==> config.mk <==
export PLATFORM = sky130hd
export DESIGN_NAME = dma_trig_gate
export DESIGN_NICKNAME = d
export VERILOG_FILES = /design/src/rtl/trig_pkg.sv /design/src/rtl/trig_sync_bank.sv /design/src/rtl/trig_edge_sel.sv /design/src/rtl/trig_credit.sv /design/src/rtl/dma_trig_gate.sv
export SDC_FILE = /design/constraint.sdc
export NUM_CORES = 1
export LEC_CHECK = 0
export ABC_AREA = 1
export BUFFER_PORTS_ARGS = -buffer_cell sky130_fd_sc_hd__buf_2
export CORE_UTILIZATION = 48
export DETAILED_ROUTE_END_ITERATION = 8
export GPL_ROUTABILITY_DRIVEN = 0
export PLACE_DENSITY = 0.81
export SYNTH_ARGS = -nofsm -noshare
export SYNTH_HDL_FRONTEND = slang
export SYNTH_SLANG_ARGS = --single-unit
==> constraint.sdc <==
create_clock -name clk -period 1.55 [get_ports clk]
set_input_delay 0.3875 -clock clk [delete_from_list [all_inputs] [get_ports clk]]
set_output_delay 0.3875 -clock clk [all_outputs]
set_load 0.02 [all_outputs]
==> src/rtl/trig_pkg.sv <==
`timescale 1ns/1ps
// Shared encodings for the trigger conditioner.
// Assumes: the 2-bit polarity and mode codes are fixed by software.
package trig_pkg;
    localparam int GRAN_N = 4;   // transfer hierarchy levels

    typedef enum logic [1:0] {
        POL_OFF     = 2'd0,
        POL_RISE    = 2'd1,
        POL_FALL    = 2'd2,
        POL_OFF_ALT = 2'd3
    } pol_e;

    typedef enum logic [1:0] {
        GR_BLOCK  = 2'd0,
        GR_RBLOCK = 2'd1,
        GR_ITEM   = 2'd2,
        GR_XFER   = 2'd3
    } gran_e;
endpackage

==> src/rtl/trig_sync_bank.sv <==
`timescale 1ns/1ps
// Multi-stage synchronizer for a bank of asynchronous event lines.
// Assumes: inputs are level signals held for at least STAGES+1 clocks.
module trig_sync_bank #(
    parameter int N      = 46,
    parameter int STAGES = 2
) (
    input  logic         clk,
    input  logic         rst_n,
    input  logic [N-1:0] din,
    output logic [N-1:0] dout
);
    logic [N-1:0] stage_q [STAGES];

    for (genvar g = 0; g < STAGES; g++) begin : g_stage
        if (g == 0) begin : g_first
            // first capture flop of each line
            always_ff @(posedge clk) begin
                if (!rst_n) stage_q[g] <= '0;
                else        stage_q[g] <= din;
            end
        end else begin : g_next
            // further resolution stages
            always_ff @(posedge clk) begin
                if (!rst_n) stage_q[g] <= '0;
                else        stage_q[g] <= stage_q[g-1];
            end
        end
    end

    assign dout = stage_q[STAGES-1];
endmodule

==> src/rtl/trig_edge_sel.sv <==
`timescale 1ns/1ps
// Selects one synchronized event line and detects the programmed edge.
// Assumes: cfg changes only while lines are quiet; out-of-range index gives no hit.
module trig_edge_sel
    import trig_pkg::*;
#(
    parameter int N     = 46,
    parameter int SEL_W = 6
) (
    input  logic             clk,
    input  logic             rst_n,
    input  logic [N-1:0]     sync_in,
    input  logic [SEL_W-1:0] sel,
    input  logic [1:0]       pol,
    output logic             hit
);
    localparam int PAD = 2 ** SEL_W;

    logic [PAD-1:0] padded;
    logic           lvl;
    logic           prev_q;
    logic           rise;
    logic           fall;

    for (genvar i = 0; i < PAD; i++) begin : g_pad
        if (i < N) begin : g_real
            assign padded[i] = sync_in[i];
        end else begin : g_none
            assign padded[i] = 1'b0;
        end
    end

    assign lvl  = padded[sel];
    assign rise = lvl & ~prev_q;
    assign fall = ~lvl & prev_q;

    // remembers last cycle's selected level
    always_ff @(posedge clk) begin
        if (!rst_n) prev_q <= 1'b0;
        else        prev_q <= lvl;
    end

    // picks the edge that counts under the current polarity
    always_comb begin
        case (pol_e'(pol))
            POL_RISE: hit = rise;
            POL_FALL: hit = fall;
            default:  hit = 1'b0;
        endcase
    end
endmodule

==> src/rtl/trig_credit.sv <==
`timescale 1ns/1ps
// Holds one trigger credit, tracks the running unit and flags lost hits.
// Assumes: eng_start is sampled only while go is high; done bits are pulses.
module trig_credit
    import trig_pkg::*;
(
    input  logic              clk,
    input  logic              rst_n,
    input  logic              hit,
    input  logic              masked,
    input  logic [1:0]        mode,
    input  logic              eng_start,
    input  logic [GRAN_N-1:0] eng_done,
    input  logic              ovr_clr,
    output logic              go,
    output logic              ovr
);
    logic pend_q;
    logic busy_q;
    logic ovr_q;
    logic take;
    logic unit_end;
    logic lost;

    assign go       = pend_q & ~busy_q & ~masked;
    assign take     = go & eng_start;
    assign unit_end = eng_done[mode];
    assign lost     = hit & pend_q & ~take;
    assign ovr      = ovr_q;

    // credit: consumed by a start, refilled by a hit
    always_ff @(posedge clk) begin
        if (!rst_n)      pend_q <= 1'b0;
        else if (take)   pend_q <= hit;
        else if (hit)    pend_q <= 1'b1;
    end

    // unit in progress, opened by a start and closed by the level's done
    always_ff @(posedge clk) begin
        if (!rst_n)        busy_q <= 1'b0;
        else if (take)     busy_q <= 1'b1;
        else if (unit_end) busy_q <= 1'b0;
    end

    // sticky overrun, clear has priority
    always_ff @(posedge clk) begin
        if (!rst_n)       ovr_q <= 1'b0;
        else if (ovr_clr) ovr_q <= 1'b0;
        else if (lost)    ovr_q <= 1'b1;
    end
endmodule

==> src/rtl/dma_trig_gate.sv <==
`timescale 1ns/1ps
// Trigger conditioner for one DMA channel: synchronize, select, edge-detect,
// and meter engine work one unit per hit at a programmable hierarchy level.
// Assumes: configuration is static while event lines toggle.
module dma_trig_gate
    import trig_pkg::*;
#(
    parameter int NUM_EVT     = 46,
    parameter int SYNC_STAGES = 2,
    localparam int SEL_W      = $clog2(NUM_EVT)
) (
    input  logic               clk,
    input  logic               rst_n,
    input  logic [NUM_EVT-1:0] evt_in,
    input  logic [SEL_W-1:0]   cfg_sel,
    input  logic [1:0]         cfg_pol,
    input  logic [1:0]         cfg_mode,
    input  logic               eng_start,
    input  logic [GRAN_N-1:0]  eng_done,
    input  logic               ovr_clr,
    output logic               go,
    output logic               ovr
);
    logic [NUM_EVT-1:0] evt_sync;
    logic               hit;
    logic               masked;

    assign masked = (cfg_pol == POL_OFF) || (cfg_pol == POL_OFF_ALT);

    trig_sync_bank #(.N(NUM_EVT), .STAGES(SYNC_STAGES)) u_sync (
        .clk  (clk),
        .rst_n(rst_n),
        .din  (evt_in),
        .dout (evt_sync)
    );

    trig_edge_sel #(.N(NUM_EVT), .SEL_W(SEL_W)) u_edge (
        .clk    (clk),
        .rst_n  (rst_n),
        .sync_in(evt_sync),
        .sel    (cfg_sel),
        .pol    (cfg_pol),
        .hit    (hit)
    );

    trig_credit u_credit (
        .clk      (clk),
        .rst_n    (rst_n),
        .hit      (hit),
        .masked   (masked),
        .mode     (cfg_mode),
        .eng_start(eng_start),
        .eng_done (eng_done),
        .ovr_clr  (ovr_clr),
        .go       (go),
        .ovr      (ovr)
    );
endmodule

# After elaboration in Yosys (flattened, before gate mapping)
# Memory sizes are Yosys's and may differ from the RTL's.
# Index checks and enable logic that the tools add are counted.
classes:
  magnitude_cmp: 2
  eq_ne: 3
  mux: 13
  bitwise: 15
  n_reduce_logical: 5
op_table:
  columns: ["op", "n"]
  rows:
  - ["$mux W46", 2]
  - ["$mux W1", 8]
  - ["$and A1 B1 Y1", 7]
  - ["$lt A6 B7 Y1 const B", 1]
  - ["$bmux W1 S6", 1]
  - ["$not A1 Y1", 6]
  - ["$eq A2 B2 Y1 const B", 2]
  - ["$reduce_bool A2 Y1", 2]
  - ["$lt A2 B3 Y1 const B", 1]
  - ["$bmux W1 S2", 1]
  - ["$eq A2 B1 Y1 const B", 1]
  - ["$logic_not A2 Y1", 1]
  - ["$or A1 B1 Y1", 2]
  - ["$pmux W1 S2", 1]
  - ["$reduce_or A2 Y1", 1]
  - ["$logic_or A1 B1 Y1", 1]
word_totals:
  register_bits: 4
  ramBits: 92
  input_bits: 64
  out_inout_bits: 2
  wordCells: 43
  memories: 1
mem_list:
  columns: ["memory", "depth", "word_bits", "read_ports", "rd_clocked_by_memory_dff", "write_ports", "line_no", "source"]
  rows:
  - ["u_sync.stage_q", 2, 46, 2, 0, 2, "trig_sync_bank.sv:13", "logic [N-1:0] stage_q [STAGES];"]

# Logic depth before layout (Yosys ltp)
# An unclocked memory read counts as a cell.
depth:
  depth_word: 8
  depth_mapped: 14
  mapped_depth_nobuf: 13

# Modules after synthesis
# Synthesis repeated with hierarchy kept, for this count alone.
unflattened:
  cells_unflattened: 455
  area_unflattened_um2: 3458.3
by_module_without_submodules:
  columns: ["mod", "n_inst", "cells_per_inst", "area_per_inst_um2", "seq_area_each_um2"]
  rows:
  - ["trig_sync_bank", 1, 286, 2635.0, 1841.8]
  - ["trig_edge_sel", 1, 138, 635.6, 20.0]
  - ["trig_credit", 1, 26, 168.9, 60.1]
  - ["dma_trig_gate", 1, 5, 18.8, 0.0]

# Worst setup path after synthesis
# No wires, ideal clock.
synth_path:
  path_type: "input port to flip-flop"
  from: "input cfg_pol[0]"
  to: "register u_credit.ovr_q (netlist: u_credit.ovr)"
  setup_ns: 0.117
  arrival_time_ns: 1.479
  required_ns: 1.433
  path_slack_ns: -0.046
  stages: 10
  path_buffers: 0
  cell_sequence: "inv_1 > ha_1 > inv_1 > nand2_1 > nor2_1 > nand2_1 > nand2_1 > inv_1 > nand4_1 > a21oi_1"
synth_via:
  elab_chain_cells: 7
  elab_cells_between_ends: 12
  cone_classes: "eq/ne: 3; mux: 1; bitwise: 6; reduce/logical: 2"
synth_lines:
  columns: ["element", "line_no", "source"]
  rows:
  - ["start: declaration", "dma_trig_gate.sv:16", "input logic [1:0] cfg_pol,"]
  - ["$eq A2 B2 Y1 / $logic_not A2 Y1 (equally long branches)", "dma_trig_gate.sv:28", "assign masked = (cfg_pol == POL_OFF) || (cfg_pol == POL_OFF_ALT);"]
  - ["$logic_or A1 B1 Y1 *", "dma_trig_gate.sv:28", null]
  - ["$not A1 Y1 *", "trig_credit.sv:25", "assign go = pend_q & ~busy_q & ~masked;"]
  - ["$and A1 B1 Y1 *", "trig_credit.sv:25", null]
  - ["net go", "dma_trig_gate.sv:21", "output logic go,"]
  - ["$and A1 B1 Y1 *", "trig_credit.sv:26", "assign take = go & eng_start;"]
  - ["$not A1 Y1 *", "trig_credit.sv:28", "assign lost = hit & pend_q & ~take;"]
  - ["$and A1 B1 Y1 *", "trig_credit.sv:28", null]
  - ["end signal: assignment", "trig_credit.sv:47", "if (!rst_n) ovr_q <= 1'b0;"]
  - ["end signal: assignment", "trig_credit.sv:48", "else if (ovr_clr) ovr_q <= 1'b0;"]
  - ["end signal: assignment", "trig_credit.sv:49", "else if (lost) ovr_q <= 1'b1;"]
  - ["end: declaration", "trig_credit.sv:20", "logic ovr_q;"]
# Mark *: on every way through the listed nets, which the timed path passes. The rest lies on a longest branch.
# A chain may end at the register's enable or synchronous reset.

# Final worst setup path
layout_path:
  from: "input cfg_pol[0]"
  to: "output go"
layout_via:
  elab_chain_cells: 4
  elab_cells_between_ends: 5
  cone_classes: "eq/ne: 1; bitwise: 2; reduce/logical: 2"
layout_lines:
  columns: ["element", "line_no"]
  rows:
  - ["$eq A2 B2 Y1 / $logic_not A2 Y1 (equally long branches)", "dma_trig_gate.sv:28"]
  - ["$logic_or A1 B1 Y1 *", "dma_trig_gate.sv:28"]
  - ["$not A1 Y1 *", "trig_credit.sv:25"]
  - ["$and A1 B1 Y1 *", "trig_credit.sv:25"]
  - ["end: declaration", "dma_trig_gate.sv:21"]
# Every way passes the cells marked *; elsewhere a longest branch is shown, timed or not.

==> summary.txt <==
Run status
  – Outcome: completed

Synth
  – Mapped Area: around 0.0034 mm²
  – Mapped Nets: roughly 510
  – Post-synthesis mux area share: 0.298%
  – Synth Instances: 442
  – Seq/Total Area, Yosys: between 50 and 60%
  – Yosys cell types: 20
  – Post-synthesis compound-gate area fraction: under 10%
  – Yosys warnings: 0
  – Post-Synth Simple-Gate Area: ~25%
  – Mapped Avg Cell Area: roughly 7.6 µm²
  – Largest family of logic cells by synthesized area: simple AND/OR/NAND/NOR gates
  – Adder-cell share of the synthesized area: 0.746%
  – Synth Area in XOR/XNOR: 0%
  – #FFs+latches synth: 96

CTS
  – Clock Root Buffer: clkbuf_8
  – Total CTS buffers: 9
  – Max clock buf depth: 2
  – Clk pin slew, worst setup/hold paths: about 0.080 ns
  – Clk sink count: 96
  – H-tree level count: 3
  – Clock insertion delay at the later pin of the skew report: approximately 0.35 ns
  – CTS tree: yes

GRT
  – GR Util met2: 28.1%
  – Total track usage: between 10% and 20%
  – Global-route met3 utilization: roughly 5.1%
  – Met1 Usage GRT: between 10% and 20%
  – Number of global-route vias before repair: 2374
  – Largest net degree at the start of global routing: 93
  – First-pass GRT wire length: between 9000 and 10000 µm
  – Initial antenna violation count: 0
  – Global route overflow: 0
  – GR peak layer: met2

Min path
  – Hold WC Path Type: input port to register
  – Hold EP: u_sync.stage_q[0][39]
  – Hold depth: 3
  – Hold path start: evt_in[39]

Drt
  – Post-DR wirelength/cell: between 9 and 10 µm
  – Detail Route Antenna Nets: 0
  – DRT iter0 DRCs: around 130
  – DR pass1 iterations: 4
  – Via/cell ratio: roughly 4.3
  – Drt total wl: roughly 5600 µm
  – DRC Markers: 0
  – Vias: ~2600

Floorplan
  – Die W: approximately 86 µm
  – Initial Util: between 40% and 50%
  – # rows: 30
  – Die height: 85.6 µm
  – Die area: between 0.007 and 0.008 mm²
  – Core Region: approximately 0.0068 mm²
  – Top-level I/O count: between 60 and 70

Run
  – Max Cap Viol: 0

Critical path
  – Req. time, crit path: 1.16 ns
  – CP dominant cell by count: inv_2
  – Critical path class: input port to output port
  – Critical path arrival: ~1.1 ns
  – Critical Path Fanout Max: 2
  – Critical R2R Launch: u_sync.stage_q[1][32]
  – RR Endpoint: u_credit.ovr
  – Cell Chain, Critical Path: buf_2 -> inv_2 -> ha_4 -> inv_2 -> nand2_2 -> nor2_4 -> buf_6
  – Critical-path top delay cell: ha_4
  – Worst Setup Start Kind: input port
  – Reg2Reg Depth: 10
  – Reg-to-reg slack, setup: ~0.21 ns
  – CP endpoint kind: output port
  – Crit path largest cell delay: roughly 0.19 ns

Placement
  – Hpwl dp: 4060 µm
  – I/O Buffers: 65
  – Dpl ws: -0.117 ns

Timing
  – Final min period: approximately 1.5 ns
  – Worst Skew: about 0.0073 ns
  – Max transition margin: about three quarters
  – RSZ-0062 raised after global routing: no
  – F_max: 689 MHz
  – Worst slew pin tran: 0.349 ns
  – Final setup violation count: 0
  – Setup WS post-layout: ~0.098 ns
  – Fin. max-slew vios: 0
  – Endpoints failing hold: 0
  – WHS: 0.209 ns
  – Final period utilization: between 90% and 100%

Cells and area
  – Layout cells sized above 1: about a fifth
  – Layout net count: slightly below 600
  – Most frequent cells in the layout: 159 x nand2_1, 111 x inv_1, 96 x dfxtp_1, 64 x buf_2, 34 x nand3_1
  – Commonest non-fill, non-tap cell in the layout: nand2_1
  – Area growth syn-to-layout: 20.4%
  – Fillers: 618
  – Diode count: 0

Power
  – Power, Total: 4.61 mW
  – Pwr dens: roughly 1100 mW/mm²
  – Max rail drop VDD: 0.606 mV
  – Leakage power: 2.49 nW
[cells by family after synthesis]
family                     Yosys count
AOI/OAI and AO/OA                    6
adders and majority gates            2
buffers and inverters              131
DFF                                 96
muxes                                1
and+or+nand+nor                    206
[layout make-up]
cell class / instances / area (µm²) / share of cell area, %
well taps: 80 / 100 / 2.48
clock buffers: 14 / 163 / 4.03
multi-input cells: 215 / 932 / 23.1
inverters: 114 / 430 / 10.7
clock inverters: 2 / 37.5 / 0.929
repair buffers: 78 / 454 / 11.2
flip-flops and latches: 96 / 1920 / 47.6
[flip-flops by register name (all words and copies together), names as in the netlist]
name / flops
u_credit.pend_q: 1
u_credit.busy_q: 1
u_edge.prev_q: 1
u_sync.stage_q: 92
u_credit.ovr: 1
[worst max-delay path, delay by kind of cell]
family | cells | cell delay (ns)
buffers and inverters | 4 | 0.34
and+or+nand+nor | 2 | 0.15
adders and majority gates | 1 | 0.19
[stage by stage]
stage | instances | TNS, ns | cell area (µm²) | utilization (%)
after floorplan | 442 | 0 | 3360 | -
after global placement | 582 | -0.0365 | 3800 | 56.3
after detailed placement | 582 | -0.233 | 3800 | 56.3
after CTS | 599 | 0 | 4020 | 59.5
after global routing | 599 | 0 | 4040 | 59.8
final | 599 | 0 | 4040 | 59.8
[worst max-delay path by stage]
stage                from            to  slack (ns)  cells after the start
2_1_floorplan  cfg_pol[0]  u_credit.ovr        0.07                     10
3_3_place_gp   cfg_sel[0]  u_credit.ovr       -0.02                     12
3_5_place_dp   cfg_sel[0]  u_credit.ovr       -0.12                     12
4_1_cts        cfg_pol[1]            go       0.008                      6
5_1_grt        cfg_pol[0]            go        0.06                      7
6_report       cfg_pol[0]            go         0.1                      7
[routing by layer]
layer	wire length, µm	vias up
li1	-	1395
met1	2550	1109
met2	2590	71
met3	303	10
met4	129	0
met5	0	-
[Yosys cell counts]
| cell | number | share of area, % |
|---|---|---|
| nand4_1 | 2 | 0.37 |
| nand2_1 | 160 | 18 |
| a21oi_1 | 3 | 0.45 |
| buf_6 | 2 | 0.67 |
| dfxtp_1 | 96 | 57 |
| buf_2 | 2 | 0.30 |
| nand3_2 | 1 | 0.30 |
| buf_4 | 3 | 0.67 |
| nand2_2 | 2 | 0.37 |
| o21ai_0 | 1 | 0.15 |
| mux2i_1 | 1 | 0.30 |
| nand3_1 | 34 | 5.1 |
| clkbuf_1 | 10 | 1.1 |
| inv_4 | 1 | 0.19 |
| nor2_1 | 5 | 0.56 |
| o221ai_1 | 1 | 0.26 |
| a21oi_2 | 1 | 0.26 |
| inv_1 | 113 | 13 |
| ha_1 | 2 | 0.75 |
| or2_2 | 2 | 0.37 |
[what timing repair did]
item,CTS,global route
buffers inserted,1,0
endpoints found under the hold margin,0,0
resized for setup,3,4
hold buffers,0,0
pin swaps,2,2
gates cloned,0,0
setup endpoints to repair,1,1
[report_power, final]
part | internal [mW] | leakage [nW] | switching, mW
clock | 0.836 | 0.0969 | 0.765
combinational | 0.179 | 1.60 | 0.210
sequential | 2.58 | 0.794 | 0.0344
total | 3.60 | 2.49 | 1.01
Note: power is estimated with default switching activity, not from simulation.
